`config.mk`:
```
export PLATFORM = sky130hd
export DESIGN_NAME = tmr_src_div13
export DESIGN_NICKNAME = d
export VERILOG_FILES = /design/src/rtl/tsd_pkg.sv /design/src/rtl/tsd_modulo_tick.sv /design/src/rtl/tsd_pin_fall.sv /design/src/rtl/tsd_src_select.sv /design/src/rtl/tmr_src_div13.sv
export SDC_FILE = /design/constraint.sdc
export NUM_CORES = 1
export LEC_CHECK = 0
export BUFFER_PORTS_ARGS = -buffer_cell sky130_fd_sc_hd__buf_2
export CAP_MARGIN = 30
export CORE_ASPECT_RATIO = 1.1
export CORE_MARGIN = 5
export CORE_UTILIZATION = 55
export CTS_CLUSTER_SIZE = 14
export DETAILED_ROUTE_END_ITERATION = 12
export PLACE_DENSITY_LB_ADDON = 0.15
export SETUP_SLACK_MARGIN = 0.05
export SYNTH_ARGS = -nofsm -noshare
export SYNTH_HDL_FRONTEND = slang
export SYNTH_HIERARCHICAL = 1
export SYNTH_SLANG_ARGS = --single-unit
```
`constraint.sdc`:
```
create_clock -name clk -period 2.1 [get_ports clk]
set_input_delay 0 -clock clk [delete_from_list [all_inputs] [get_ports clk]]
set_output_delay 0 -clock clk [all_outputs]
set_load 0.02 [all_outputs]
```
`src/rtl/tsd_pkg.sv`:
```
package tsd_pkg;

    localparam int NUM_TMR     = 2;
    localparam int BAUD_IDX    = 1;
    localparam int DIV_ALT     = 13;
    localparam int DIV_STD     = 12;
    localparam int SYNC_STAGES = 2;

    typedef enum logic [1:0] {
        SRC_STD_TICK = 2'd0,
        SRC_PIN      = 2'd1,
        SRC_ALT_TICK = 2'd2
    } src_e;

    typedef struct packed {
        logic alt_en;
        logic cnt_mode;
        logic baud_exempt;
    } tmr_ctrl_t;

    function automatic src_e pick_src(tmr_ctrl_t c);
        if (c.alt_en && !c.baud_exempt) return SRC_ALT_TICK;
        else if (c.cnt_mode)            return SRC_PIN;
        else                            return SRC_STD_TICK;
    endfunction

endpackage

```
`src/rtl/tsd_modulo_tick.sv`:
```
module tsd_modulo_tick #(
    parameter int MOD = 13
) (
    input  logic clk,
    input  logic rst,
    output logic tick_o
);
    localparam int W = (MOD > 2) ? $clog2(MOD) : 1;
    localparam logic [W-1:0] LAST = W'(MOD - 1);

    logic [W-1:0] cnt_q;

    always_ff @(posedge clk) begin
        if (rst)               cnt_q <= '0;
        else if (cnt_q == LAST) cnt_q <= '0;
        else                   cnt_q <= cnt_q + 1'b1;
    end

    assign tick_o = (cnt_q == LAST);

    // counter never leaves its modulus range
    assert_cnt_range_R2: assert property (@(posedge clk) disable iff (rst)
        cnt_q <= LAST);

    // after a wrap the count restarts from zero
    assert_wrap_zero_R2: assert property (@(posedge clk) disable iff (rst)
        tick_o |=> (cnt_q == '0));

    // tick is a single-cycle pulse
    assert_tick_single_R10: assert property (@(posedge clk) disable iff (rst)
        tick_o |=> !tick_o);

endmodule

```
`src/rtl/tsd_pin_fall.sv`:
```
module tsd_pin_fall #(
    parameter int STAGES = 2
) (
    input  logic clk,
    input  logic rst,
    input  logic pin_i,
    output logic fall_o
);
    logic [STAGES:0] sh_q;

    always_ff @(posedge clk) begin
        if (rst) sh_q[0] <= 1'b1;
        else     sh_q[0] <= pin_i;
    end

    for (genvar s = 1; s <= STAGES; s++) begin : g_sync
        always_ff @(posedge clk) begin
            if (rst) sh_q[s] <= 1'b1;
            else     sh_q[s] <= sh_q[s-1];
        end
    end

    assign fall_o = sh_q[STAGES] & ~sh_q[STAGES-1];

    // a falling edge cannot be reported in two consecutive cycles
    assert_fall_single_R8: assert property (@(posedge clk) disable iff (rst)
        fall_o |=> !fall_o);

endmodule

```
`src/rtl/tsd_src_select.sv`:
```
module tsd_src_select
    import tsd_pkg::*;
(
    input  logic      clk,
    input  logic      rst,
    input  tmr_ctrl_t ctrl_i,
    input  logic      alt_tick_i,
    input  logic      std_tick_i,
    input  logic      pin_fall_i,
    output logic      strobe_o
);
    tmr_ctrl_t ctrl_q;
    src_e      src;
    logic      strobe_d;

    always_ff @(posedge clk) begin
        if (rst) ctrl_q <= '0;
        else     ctrl_q <= ctrl_i;
    end

    always_comb begin
        src = pick_src(ctrl_q);
        unique case (src)
            SRC_ALT_TICK: strobe_d = alt_tick_i;
            SRC_PIN:      strobe_d = pin_fall_i;
            default:      strobe_d = std_tick_i;
        endcase
    end

    always_ff @(posedge clk) begin
        if (rst) strobe_o <= 1'b0;
        else     strobe_o <= strobe_d;
    end

    // with override active the strobe stems only from the 13-cycle tick
    assert_alt_source_R5: assert property (@(posedge clk) disable iff (rst)
        (strobe_o && $past(ctrl_q.alt_en && !ctrl_q.baud_exempt)) |-> $past(alt_tick_i));

    // exempt timer in timer mode uses the 12-cycle tick despite the override
    assert_baud_exempt_R6: assert property (@(posedge clk) disable iff (rst)
        (strobe_o && $past(ctrl_q.baud_exempt && !ctrl_q.cnt_mode)) |-> $past(std_tick_i));

    // counter mode without override follows the pin edge detector
    assert_pin_path_R8: assert property (@(posedge clk) disable iff (rst)
        (strobe_o && $past(!(ctrl_q.alt_en && !ctrl_q.baud_exempt) && ctrl_q.cnt_mode))
            |-> $past(pin_fall_i));

    // timer mode without override follows the 12-cycle tick
    assert_std_path_R7: assert property (@(posedge clk) disable iff (rst)
        (strobe_o && $past(!(ctrl_q.alt_en && !ctrl_q.baud_exempt) && !ctrl_q.cnt_mode))
            |-> $past(std_tick_i));

endmodule

```
`src/rtl/tmr_src_div13.sv`:
```
module tmr_src_div13
    import tsd_pkg::*;
(
    input  logic               clk,
    input  logic               rst,
    input  logic [NUM_TMR-1:0] cnt_pin_i,
    input  logic [NUM_TMR-1:0] div13_en_i,
    input  logic [NUM_TMR-1:0] cnt_mode_i,
    input  logic               t1_baud_i,
    output logic [NUM_TMR-1:0] cnt_strobe_o
);
    logic alt_tick;
    logic std_tick;

    tsd_modulo_tick #(.MOD(DIV_ALT)) u_alt_tick (
        .clk    (clk),
        .rst    (rst),
        .tick_o (alt_tick)
    );

    tsd_modulo_tick #(.MOD(DIV_STD)) u_std_tick (
        .clk    (clk),
        .rst    (rst),
        .tick_o (std_tick)
    );

    for (genvar i = 0; i < NUM_TMR; i++) begin : g_tmr
        tmr_ctrl_t ctrl;
        logic      pin_fall;

        assign ctrl.alt_en   = div13_en_i[i];
        assign ctrl.cnt_mode = cnt_mode_i[i];
        if (i == BAUD_IDX) begin : g_exempt
            assign ctrl.baud_exempt = t1_baud_i;
        end else begin : g_plain
            assign ctrl.baud_exempt = 1'b0;
        end

        tsd_pin_fall #(.STAGES(SYNC_STAGES)) u_pin (
            .clk    (clk),
            .rst    (rst),
            .pin_i  (cnt_pin_i[i]),
            .fall_o (pin_fall)
        );

        tsd_src_select u_sel (
            .clk        (clk),
            .rst        (rst),
            .ctrl_i     (ctrl),
            .alt_tick_i (alt_tick),
            .std_tick_i (std_tick),
            .pin_fall_i (pin_fall),
            .strobe_o   (cnt_strobe_o[i])
        );
    end

    // strobes stay low in the cycle right after reset
    assert_reset_quiet_R1: assert property (@(posedge clk)
        $past(rst) |-> (cnt_strobe_o == '0));

endmodule

```
==> results of run 1 <==
-- how the worst max path moves through the flow --
stage	slack [ps]	depth (start not counted)	start	endpoint
after floorplan	920	5	u_alt_tick/cnt_q[0]	g_tmr[0].u_sel/strobe_o
after global placement	870	5	u_alt_tick/cnt_q[0]	g_tmr[0].u_sel/strobe_o
after detailed placement	800	5	u_alt_tick/cnt_q[0]	g_tmr[1].u_sel/strobe_o
after CTS	770	5	u_alt_tick/cnt_q[0]	g_tmr[0].u_sel/strobe_o
after global routing	640	5	u_alt_tick/cnt_q[0]	g_tmr[0].u_sel/strobe_o
final	760	5	u_alt_tick/cnt_q[0]	g_tmr[1].u_sel/strobe_o
-- per-layer routing --
layer  global-route usage, %  wire length (um)
met5                       0                 0
met4                   5.687                20
met3                   2.182                58
met2                   22.71               654
met1                   14.73               532
-- worst max-delay path, delay by kind of cell (launching register included) --
family	cells	cell delay, ps
simple gates	2	440
compound gates	1	80
fa+ha+maj	1	220
buf+inv	1	70
flops	1	410
-- placed cells by master (no fill, tap or decap), types with 2 or more instances in the layout --
cell / count
sky130_fd_sc_hd__a211oi_1: 2
sky130_fd_sc_hd__a21oi_1: 4
sky130_fd_sc_hd__buf_2: 10
sky130_fd_sc_hd__clkbuf_4: 3
sky130_fd_sc_hd__dfxtp_1: 22
sky130_fd_sc_hd__dlygate4sd3_1: 7
sky130_fd_sc_hd__ha_1: 3
sky130_fd_sc_hd__inv_1: 3
sky130_fd_sc_hd__mux2i_1: 3
sky130_fd_sc_hd__nand2b_1: 2
sky130_fd_sc_hd__nor2b_1: 8
sky130_fd_sc_hd__nor3_1: 2
sky130_fd_sc_hd__nor3b_1: 3
sky130_fd_sc_hd__or2_1: 6
-- cells in the mapped netlist --
cell type / n
sky130_fd_sc_hd__nor2_1: 1
sky130_fd_sc_hd__a211oi_1: 2
sky130_fd_sc_hd__o32ai_2: 1
sky130_fd_sc_hd__nor3b_2: 1
sky130_fd_sc_hd__mux2i_1: 3
sky130_fd_sc_hd__nand2b_1: 2
sky130_fd_sc_hd__or3b_1: 1
sky130_fd_sc_hd__o21ai_0: 1
sky130_fd_sc_hd__or2b_2: 1
sky130_fd_sc_hd__inv_1: 3
sky130_fd_sc_hd__nand4b_1: 1
sky130_fd_sc_hd__dfxtp_1: 22
sky130_fd_sc_hd__nor3_1: 2
sky130_fd_sc_hd__or2_1: 6
sky130_fd_sc_hd__and2b_1: 1
sky130_fd_sc_hd__a21oi_1: 4
sky130_fd_sc_hd__nor3b_1: 3
sky130_fd_sc_hd__nor2b_1: 8
sky130_fd_sc_hd__or2b_1: 1
sky130_fd_sc_hd__and3_2: 1
sky130_fd_sc_hd__or4_1: 1
sky130_fd_sc_hd__and3b_2: 1
sky130_fd_sc_hd__conb_1: 1
sky130_fd_sc_hd__ha_1: 3
sky130_fd_sc_hd__and3_1: 1
-- sequential cells by signal, indices dropped and copies added (netlist names) --
register              count
u_alt_tick/cnt_q          4
g_tmr.u_pin/sh_q          6
g_tmr.u_sel/strobe_o      2
g_tmr.u_sel/ctrl_q        6
u_std_tick/cnt_q          4
-- per-stage QoR --
step	worst slack (ps)	area, um^2	utilization (%)	hold slack [ps]
2_1_floorplan	920.7	800.8	-	69.07
3_3_place_gp	868.2	870.8	63.74	178.9
3_5_place_dp	797.3	870.8	63.74	184.4
4_1_cts	773.3	977.2	71.52	79.95
5_1_grt	642.3	977.2	71.52	105.9
6_report	764.8	977.2	71.52	77.20
-- power by group through the flow --
stage	Sequential, mW	Combinational, mW	Clock (mW)
after global routing	0.455	0.0735	0.245
after CTS	0.452	0.0642	0.233
after detailed placement	0.462	0.0542	0
after global placement	0.460	0.0519	0
after floorplan	0.460	0.0333	0
final	0.453	0.0640	0.231
-- what timing repair did --
item	4_1_cts	5_1_grt
buffers inserted	0	0
endpoints found under the hold margin	7	0
hold buffers	7	0
gates resized for setup	0	0
-- cell type report --
class / instances / area share, %
Sequential cell: 22 / 45.07
Multi-Input combinational cell: 47 / 35.72
Timing Repair Buffer: 17 / 12.29
Clock buffer: 4 / 3.713
Tap cell: 16 / 2.049
Inverter: 3 / 1.152
-- logic make-up after synthesis --
family          count (synthesis)  synth area share, %
compound gates                  8                7.031
buf+inv                         3                1.406
other cells                     1               0.4683
fa+ha+maj                       3                4.688
simple gates                   32                27.66
mux                             3                3.750
flops                          22                55.00
==> results.sh, run 1 <==
export IMPL_rrSetupSlack_ps=760
export IMPL_finalPower_mw=0.7480
export IMPL_min_path_cells=2
export IMPL_max_cap_viol_count=0
export IMPL_routed_via_density=5.110
export IMPL_wl_per_cell_um=11.61
export IMPL_clock_tree_from_tritoncts="yes"
export IMPL_dp_cells=98
export IMPL_ys_seq_elements=22
export IMPL_timing_critical_path_slowest_stage_cell="sky130_fd_sc_hd__dfxtp_1"
export IMPL_routed_via_count=557
export IMPL_crit_required_ps=2290
export IMPL_post_synth_top_area_fraction_pct=55.00
export IMPL_die_w_um=46.38
export IMPL_grt_setup_unrepaired="no"
export IMPL_design_portCount=11
export IMPL_synth_area_leader_cell="sky130_fd_sc_hd__dfxtp_1"
export IMPL_drc=0
export IMPL_p_per_area_mw_per_mm2=765.4
export IMPL_initial_core_util_pct=58.61
export IMPL_postSynthNetCount=84
export IMPL_timing_critical_path_from_type="flip-flop"
export IMPL_clock_tree_buffer_depth=2
export IMPL_grt_ovfl_total=0
export IMPL_multi_input_comb_area_um2=349.1
export IMPL_combPwrFrac_pct=8.6
export IMPL_syn_mean_instance_area_um2=11.12
export IMPL_fp_dieArea_mm2=0.002320
export IMPL_worstReg2RegEnd="g_tmr[1].u_sel/strobe_o"
export IMPL_layout_area_overhead_vs_synth_pct=22.03
export IMPL_hold_path_class="input port to flip-flop"
export IMPL_drt_pass1_iter_count=4
export IMPL_die_y_extent_um=50.02
export IMPL_violation_count_after_the_first_detailed_routing_iteration=11
export IMPL_initial_antenna_violation_count=0
export IMPL_setup_total_negative_slack_ps=0
export IMPL_grt_pass1_wl_um=2221
export IMPL_clk_insertion_delay_late_ps=300
export IMPL_hpwl_um=835.4
export IMPL_numCtsBuffers=3
export IMPL_layout_drive_gt1_share_pct=20.43
export IMPL_final_min_period_over_clock_period_pct=63.58
export IMPL_p_int_mw=0.5833
export IMPL_slew_viol_final=0
export IMPL_drt_wl_total_um=1266
export IMPL_power_share_clock_pct=30.9
export IMPL_route_antenna_remaining_nets=0
export IMPL_power_sequential_fraction_pct=60.5
export IMPL_timing_final_crit_period_ps=1335
export IMPL_timing_setup_critical_path_class="flip-flop to flip-flop"
export IMPL_worst_r2r_path_depth=5
export IMPL_cts_sinks=22
export IMPL_ys_seq_area_share_pct=55.00
export IMPL_stdcell_count=109
export IMPL_critPathArrivalTime_ps=1520
export IMPL_cts_root_buffer="sky130_fd_sc_hd__clkbuf_4"
export IMPL_ctsHtreeMaxLevel=1
export IMPL_power_share_switching_pct=22.02
export IMPL_global_route_usage_total_pct=13.02
export IMPL_power_leakage_nw=0.4015
export IMPL_antennaDiodeCount=0
export IMPL_core_area_mm2=0.001366
export IMPL_mappedNetlistArea_um2=800.8
export IMPL_finalNetCount=106
export IMPL_numPortBuffers=10
export IMPL_critical_path_peak_fanout=4
export IMPL_worst_clock_skew_ps=1.101
export IMPL_switchingPower_mw=0.1647
export IMPL_gp_congestion=0.7036
export IMPL_regArea_um2=440.4
export IMPL_netlist_instances=72
export IMPL_post_synth_num_cell_types=25
export IMPL_ys_warnings_count=6
export IMPL_rows=14
export IMPL_num_fill_cells=100
export IMPL_worst_hold_startpoint="rst"
export IMPL_setup_violation_total_in_the_final_timing_report=0
export IMPL_vias_in_the_first_global_route=547
export IMPL_pin_count_of_the_biggest_net_entering_global_routing=24
export IMPL_crit_end_element="flip-flop"
export IMPL_status="finished, final reports clean"
export IMPL_finalHoldViolCount=0
export IMPL_cp_cell_sequence="inv_1, ha_1, and3_2, nor3b_1, a211oi_1"
export IMPL_critical_path_reg2reg_startpoint="u_alt_tick/cnt_q[0]"
export IMPL_holdPathEnd="u_std_tick/cnt_q[3]"
export IMPL_maxClockFrequency_ghz=0.7490
export IMPL_critical_path_max_stage_delay_ps=410
export IMPL_irDropWorstVdd_uv=569.0
export IMPL_cts_clk_slew_worst_paths_ps=120
export IMPL_synth_top_cells_by_area="sky130_fd_sc_hd__dfxtp_1 55%, sky130_fd_sc_hd__nor2b_1 6.3%, sky130_fd_sc_hd__ha_1 4.7%, sky130_fd_sc_hd__or2_1 4.7%, sky130_fd_sc_hd__mux2i_1 3.8%"
(Power assumes the default switching activity.)
==> run 2, diff against run 1 <==
--- a/config.mk
+++ b/config.mk
@@ -5,11 +5,12 @@
 export SDC_FILE = /design/constraint.sdc
 export NUM_CORES = 1
 export LEC_CHECK = 0
+export ABC_AREA = 1
 export BUFFER_PORTS_ARGS = -buffer_cell sky130_fd_sc_hd__buf_2
 export CAP_MARGIN = 30
 export CORE_ASPECT_RATIO = 1.1
 export CORE_MARGIN = 5
-export CORE_UTILIZATION = 55
+export CORE_UTILIZATION = 48
 export CTS_CLUSTER_SIZE = 14
 export DETAILED_ROUTE_END_ITERATION = 12
 export PLACE_DENSITY_LB_ADDON = 0.15
==> constraint.sdc (replaced) <==
create_clock -name clk -period 1.2 [get_ports clk]
set_input_delay 0 -clock clk [delete_from_list [all_inputs] [get_ports clk]]
set_output_delay 0 -clock clk [all_outputs]
set_load 0.02 [all_outputs]
==> run 2 against run 1 <==
Net effect: critical path type is now input port to flip-flop; flip-flop and latch count is the same; largest power group unchanged; clock power grew 70%; global-route usage shrank 0.76 points; critical path depth is the same; die area grew 16%; hold slack lost 59 ps; sequential share of layout area shrank 4.0 points; sequential power grew 75%; wire length grew 5.5%.
==> results.sh, run 2 <==
export IMPL_grt_pass1_wl_um=2497
export IMPL_rrSetupSlack_ps=140
export IMPL_timing_final_crit_period_ps=1098
export IMPL_power_leakage_nw=0.5988
export IMPL_numPortBuffers=10
export IMPL_synthArstFlopShare_pct=0
export IMPL_post_synth_top_area_fraction_pct=52.30
export IMPL_drt_pass1_iter_count=4
export IMPL_holdWs_ps=17.87
export IMPL_synth_area_leader_cell="sky130_fd_sc_hd__dfxtp_1"
export IMPL_design_portCount=11
export IMPL_syn_mean_instance_area_um2=7.452
export IMPL_pin_count_of_the_biggest_net_entering_global_routing=13
export IMPL_synth_compound_gate_area_share_pct=1.634
export IMPL_synth_xor_area_share_pct=1.040
export IMPL_cts_root_buffer="sky130_fd_sc_hd__clkbuf_4"
export IMPL_timing_critical_path_from_type="input port"
export IMPL_wire_length_on_met2_um=676
export IMPL_routed_via_density=4.293
export IMPL_worst_clock_skew_ps=3.681
export IMPL_layout_area_overhead_vs_synth_pct=29.42
export IMPL_core_area_mm2=0.001614
export IMPL_worstReg2RegEnd="g_tmr[1].u_sel/strobe_o"
export IMPL_finalHoldViolCount=0
export IMPL_wl_per_cell_um=8.510
export IMPL_setup_total_negative_slack_ps=0
export IMPL_die_w_um=49.94
export IMPL_postSynth_topFlopCell="sky130_fd_sc_hd__dfxtp_1"
export IMPL_clk_insertion_delay_late_ps=300
export IMPL_maxClockFrequency_ghz=0.9105
export IMPL_max_cap_viol_count=0
export IMPL_hpwl_um=855.2
export IMPL_cts_sinks=22
export IMPL_finalPower_mw=1.325
export IMPL_ys_warnings_count=6
export IMPL_post_synth_simple_gate_area_pct=24.52
export IMPL_violation_count_after_the_first_detailed_routing_iteration=11
export IMPL_num_fill_cells=127
export IMPL_yosys_mux_area_fraction_pct=0
export IMPL_timing_setup_critical_path_class="input port to flip-flop"
export IMPL_status="finished, final reports clean"
export IMPL_placedInstanceArea_um2=913.4
export IMPL_postSynthNetCount=125
export IMPL_crit_required_ps=1400
export IMPL_hold_path_class="input port to flip-flop"
export IMPL_layout_drive_gt1_share_pct=19.29
export IMPL_met3_length_um=69
export IMPL_critical_path_peak_fanout=1
export IMPL_holdPathEnd="g_tmr[0].u_sel/ctrl_q[1]"
export IMPL_layout_core_utilization_pct=67.52
export IMPL_crit_end_element="flip-flop"
export IMPL_netlist_instances=113
export IMPL_initial_antenna_violation_count=0
export IMPL_gp_congestion=0.6808
export IMPL_numCtsBuffers=3
export IMPL_dr_max_layer_used="met4"
export IMPL_critical_path_reg2reg_startpoint="u_alt_tick/cnt_q[0]"
export IMPL_ys_seq_area_share_pct=52.30
export IMPL_cts_clk_slew_worst_paths_ps=110
export IMPL_route_antenna_remaining_nets=0
export IMPL_worst_hold_startpoint="rst"
export IMPL_synth_top_cells_by_area="sky130_fd_sc_hd__dfxtp_1 52%, sky130_fd_sc_hd__inv_1 15%, sky130_fd_sc_hd__nor2_1 8.5%, sky130_fd_sc_hd__nand2_1 8.0%, sky130_fd_sc_hd__ha_1 4.5%"
export IMPL_routed_via_count=674
export IMPL_final_min_period_over_clock_period_pct=91.52
export IMPL_fp_dieArea_mm2=0.002693
export IMPL_irDropWorstVdd_uv=960.9
export IMPL_initial_core_util_pct=52.17
export IMPL_synth_enable_flop_cells=0
export IMPL_mappedNetlistArea_um2=842.1
export IMPL_finalNetCount=153
export IMPL_critPathArrivalTime_ps=1300
export IMPL_drc=0
export IMPL_grt_ovfl_total=0
export IMPL_vias_in_the_first_global_route=660
export IMPL_ctsHtreeMaxLevel=1
export IMPL_ys_seq_elements=22
export IMPL_setup_violation_total_in_the_final_timing_report=0
export IMPL_slew_viol_final=0
export IMPL_clock_tree_buffer_depth=2
export IMPL_synthMostInstantiatedCell="sky130_fd_sc_hd__inv_1"
export IMPL_synth_adder_area_share_pct=4.458
export IMPL_reg_largest_list="g_tmr.u_pin/sh_q: 6 flops, g_tmr.u_sel/ctrl_q: 6 flops"
export IMPL_mostFrequentLayoutCell="sky130_fd_sc_hd__inv_1"
export IMPL_clock_tree_from_tritoncts="yes"
export IMPL_antennaDiodeCount=0
export IMPL_met1Wirelength_um=580
export IMPL_p_per_area_mw_per_mm2=1216
export IMPL_die_y_extent_um=53.93
export IMPL_post_synth_num_cell_types=15
export IMPL_drt_wl_total_um=1336
export IMPL_synth_common_cells="34 x sky130_fd_sc_hd__inv_1, 22 x sky130_fd_sc_hd__dfxtp_1, 19 x sky130_fd_sc_hd__nor2_1, 18 x sky130_fd_sc_hd__nand2_1, 6 x sky130_fd_sc_hd__nand3_1"
export IMPL_dominant_combinational_cell_family_by_area_after_synthesis="simple AND/OR/NAND/NOR gates"
export IMPL_layout_cells_most_common_list="34 x sky130_fd_sc_hd__inv_1, 19 x sky130_fd_sc_hd__nor2_1, 18 x sky130_fd_sc_hd__nand2_1, 18 x sky130_fd_sc_hd__dfxtp_1, 11 x sky130_fd_sc_hd__dlygate4sd3_1"
export IMPL_rows=15
export IMPL_worst_r2r_path_depth=8
export IMPL_global_route_usage_total_pct=12.26
export IMPL_min_path_cells=2
export IMPL_postLayoutCellArea_mm2=0.001090
export IMPL_grt_setup_unrepaired="no"
## run 2: cell types whose count changed after synthesis, sizes merged, moves of 3 or more
cell,previous run,this run
inv,3,35
mux2i,3,0
nand2,0,20
nand3,0,6
nor2,1,20
nor2b,8,0
nor3b,4,0
or2,6,1
## run 2: power breakdown
group / switching [mW] / internal, mW
clock network: 0.208 / 0.185
registers: 0.0224 / 0.770
logic: 0.0656 / 0.0739
total: 0.296 / 1.03
## run 2: what timing repair did
action                     4_1_cts  5_1_grt
setup endpoints to repair        0        3
hold endpoints to repair         7        0
hold buffers                    11        0
resized for setup                0        7
buffers inserted                 0        2
## run 2: per-stage QoR
| step | instances | setup WS (ps) |
|---|---|---|
| 2_1_floorplan | 113 | 156.0 |
| 3_3_place_gp | 140 | 116.1 |
| 3_5_place_dp | 140 | 88.25 |
| 4_1_cts | 155 | 69.72 |
| 5_1_grt | 157 | 48.16 |
| 6_report | 157 | 101.7 |
## run 2: worst max-delay path by stage
stage	end	slack [ps]	from	cells past startpoint
3_5_place_dp	g_tmr[1].u_sel/strobe_o	90	u_alt_tick/cnt_q[0]	8
3_3_place_gp	g_tmr[1].u_sel/strobe_o	120	u_alt_tick/cnt_q[0]	8
6_report	g_tmr[0].u_sel/ctrl_q[2]	100	div13_en_i[0]	5
4_1_cts	g_tmr[1].u_sel/strobe_o	70	u_alt_tick/cnt_q[0]	8
2_1_floorplan	g_tmr[0].u_sel/strobe_o	160	u_alt_tick/cnt_q[0]	8
5_1_grt	g_tmr[0].u_sel/strobe_o	50	u_alt_tick/cnt_q[0]	8
## run 2: cell type report
cell class	instances	area [um^2]	share of cell area, %
Multi-Input combinational cell	56	277.8	25.49
Tap cell	17	21.27	1.952
Inverter	35	131.4	12.06
Clock buffer	4	36.28	3.329
Sequential cell	22	447.9	41.10
Timing Repair Buffer	23	175.2	16.07
## run 2: routing by layer
metal / GRT usage [%] / vias up
met5: 0 / -
met3: 3.878 / 2
li1: - / 373
met4: 6.550 / 0
met2: 22.25 / 10
met1: 12.63 / 289
## run 2: cell families (layout without fill, tap and decap cells)
family                     Yosys count  in the layout
adders and majority gates            3              3
xor gates and xnor gates             1              1
buffers and inverters               35             62
DFF                                 22             22
and+or+nand+nor                     49             49
AOI/OAI and AO/OA                    2              2
other                                1              1
## run 2: critical path, stage by stage
cell and delay (ps):
sky130_fd_sc_hd__dlygate4sd3_1 540, sky130_fd_sc_hd__buf_2 130, sky130_fd_sc_hd__inv_1 40, sky130_fd_sc_hd__nor2_1 30, sky130_fd_sc_hd__dlygate4sd3_1 560
==> run 3, diff against run 2 <==
==> constraint.sdc (replaced) <==
create_clock -name clk -period 1.2 [get_ports clk]
set_input_delay 0.18 -clock clk [delete_from_list [all_inputs] [get_ports clk]]
set_output_delay 0.18 -clock clk [all_outputs]
set_load 0.02 [all_outputs]
==> run 3 against run 2 <==
Net effect: sequential power is essentially flat; first-iteration DRC count fell by 27%; final area shrank 10%; global-route usage shrank 1.8 points; die area did not move; count of clock-buffer cells in the layout unchanged; core utilization fell by 6.8 points; flip-flop and latch count is the same; non-clock buffer count decreased by 11; critical path depth grew 3.
==> results.sh, run 3 (synthesized netlist as in run 2, its figures left out) <==
export IMPL_status="finished, final reports clean"
export IMPL_finalHoldViolCount=0
export IMPL_routed_via_density=4.274
export IMPL_clock_tree_buffer_depth=2
export IMPL_initial_core_util_pct=52.17
export IMPL_global_route_usage_met3_pct=3.601
export IMPL_critical_path_max_stage_delay_ps=370
export IMPL_design_portCount=11
export IMPL_critical_path_peak_fanout=4
export IMPL_cpLargestDelayFamily="flip-flops"
export IMPL_grt_setup_unrepaired="no"
export IMPL_p_int_mw=1.006
export IMPL_numCtsBuffers=3
export IMPL_routed_via_count=624
export IMPL_fp_dieArea_mm2=0.002693
export IMPL_worstPathBufferInverterCount=3
export IMPL_mostFrequentLayoutCell="sky130_fd_sc_hd__inv_1"
export IMPL_crit_end_element="flip-flop"
export IMPL_pin_count_of_the_biggest_net_entering_global_routing=13
export IMPL_initial_antenna_violation_count=0
export IMPL_power_share_clock_pct=30.3
export IMPL_slew_viol_final=0
export IMPL_die_w_um=49.94
export IMPL_grt_ovfl_total=0
export IMPL_power_sequential_fraction_pct=61.2
export IMPL_finalNetCount=142
export IMPL_drt_pass1_iter_count=4
export IMPL_ctsHtreeMaxLevel=1
export IMPL_p_per_area_mw_per_mm2=1321
export IMPL_setup_violation_total_in_the_final_timing_report=0
export IMPL_irDropWorstVdd_uv=971.4
export IMPL_violation_count_after_the_first_detailed_routing_iteration=8
export IMPL_layout_area_overhead_vs_synth_pct=16.34
export IMPL_layout_cells_most_common_list="34 x sky130_fd_sc_hd__inv_1, 19 x sky130_fd_sc_hd__nor2_1, 18 x sky130_fd_sc_hd__nand2_1, 18 x sky130_fd_sc_hd__dfxtp_1, 10 x sky130_fd_sc_hd__buf_2"
export IMPL_timing_critical_path_from_type="flip-flop"
export IMPL_postLayoutCellArea_um2=979.7
export IMPL_crit_required_ps=1410
export IMPL_dp_cells=140
export IMPL_hold_path_class="input port to flip-flop"
export IMPL_antennaDiodeCount=0
export IMPL_numPortBuffers=10
export IMPL_stdcell_count=146
export IMPL_placedInstanceArea_um2=913.4
export IMPL_globalRouteMet2Util_pct=16.95
export IMPL_grt_pass1_wl_um=2111
export IMPL_post_cts_hold_buffer_count=0
export IMPL_cts_root_buffer="sky130_fd_sc_hd__clkbuf_4"
export IMPL_die_y_extent_um=53.93
export IMPL_timing_critical_path_slowest_stage_cell="sky130_fd_sc_hd__dfxtp_4"
export IMPL_max_cap_viol_count=0
export IMPL_drc=0
export IMPL_gr_peak_layer="met2"
export IMPL_critPathArrivalTime_ps=1270
export IMPL_cp_common_cell="sky130_fd_sc_hd__inv_1"
export IMPL_wl_per_cell_um=8.014
export IMPL_vias_in_the_first_global_route=555
export IMPL_setup_total_negative_slack_ps=0
export IMPL_clock_tree_from_tritoncts="yes"
export IMPL_cts_sinks=22
export IMPL_power_share_switching_pct=22.28
export IMPL_global_route_usage_total_pct=10.44
export IMPL_layout_drive_gt1_share_pct=20.93
export IMPL_core_area_mm2=0.001614
export IMPL_clk_insertion_delay_late_ps=300
export IMPL_route_antenna_remaining_nets=0
export IMPL_global_route_usage_met1_pct=11.79
export IMPL_combPwrFrac_pct=8.5
export IMPL_cts_clk_slew_worst_paths_ps=110
export IMPL_final_min_period_over_clock_period_pct=88.17
export IMPL_reg_largest_list="g_tmr.u_pin/sh_q: 6 flops, g_tmr.u_sel/ctrl_q: 6 flops"
export IMPL_finalPower_mw=1.294
export IMPL_maxClockFrequency_ghz=0.9451
export IMPL_cp_cell_sequence="inv_1, ha_1, nand3_2, inv_1, inv_1, nand3_1, nand2_1, nor2_1"
export IMPL_drt_wl_total_um=1170
export IMPL_timing_setup_critical_path_class="flip-flop to flip-flop"
export IMPL_timing_final_crit_period_ps=1058
export IMPL_hpwl_um=855.2
export IMPL_power_leakage_nw=0.5472
export IMPL_switchingPower_mw=0.2883
export IMPL_gp_congestion=0.6808
export IMPL_worst_clock_skew_ps=2.197
export IMPL_rows=15
[run 3: final cells by class]
class	count	area (um^2)
Sequential cell	22	447.9
Multi-Input combinational cell	56	277.8
Timing Repair Buffer	12	65.06
Tap cell	17	21.27
Clock buffer	4	36.28
Inverter	35	131.4
Fill cell	154	634.4
[run 3: metrics by stage]
step | setup WS, ps | hold slack (ps) | util, %
CTS | 69.72 | 42.46 | 58.84
global placement | 116.1 | 359.9 | 56.59
detailed placement | 88.25 | 373.1 | 56.59
floorplan | 156.0 | 251.2 | -
finish | 141.9 | 55.60 | 60.70
global route | 47.86 | 50.58 | 60.70
[run 3: worst reg2reg max path, cell delays in order (launching register included)]
cell,delay [ps]
sky130_fd_sc_hd__dfxtp_4,370
sky130_fd_sc_hd__inv_1,40
sky130_fd_sc_hd__ha_1,200
sky130_fd_sc_hd__nand3_2,90
sky130_fd_sc_hd__inv_1,50
sky130_fd_sc_hd__inv_1,50
sky130_fd_sc_hd__nand3_1,70
sky130_fd_sc_hd__nand2_1,60
sky130_fd_sc_hd__nor2_1,40
[run 3: final timing paths]
check / start / endpoint / slack, ps / depth (start not counted)
setup / recovery: u_alt_tick/cnt_q[0] / g_tmr[1].u_sel/strobe_o / 140 / 8
hold / removal: cnt_pin_i[0] / g_tmr[0].u_pin/sh_q[0] / 60 / 3
setup reg to reg: u_alt_tick/cnt_q[0] / g_tmr[1].u_sel/strobe_o / 140 / 8
hold reg to reg: g_tmr[1].u_pin/sh_q[0] / g_tmr[1].u_pin/sh_q[1] / 410 / 2
[run 3: power by group through the flow]
| stage | Clock [mW] | Sequential (mW) | Combinational (mW) |
|---|---|---|---|
| after CTS | 0.416 | 0.792 | 0.0991 |
| after global routing | 0.449 | 0.798 | 0.131 |
| final | 0.392 | 0.793 | 0.110 |
| after detailed placement | 0 | 0.809 | 0.0989 |
| after floorplan | 0 | 0.808 | 0.0666 |
| after global placement | 0 | 0.808 | 0.0960 |
[run 3: timing repair]
action | 4_1_cts | 5_1_grt
gates resized for setup | 0 | 7
setup endpoints to repair | 0 | 3
setup buffers | 0 | 2
[run 3: layer usage]
layer	vias up	wire length [um]
li1	352	-
met1	260	539
met2	10	561
met3	2	60
met4	0	9
met5	-	0
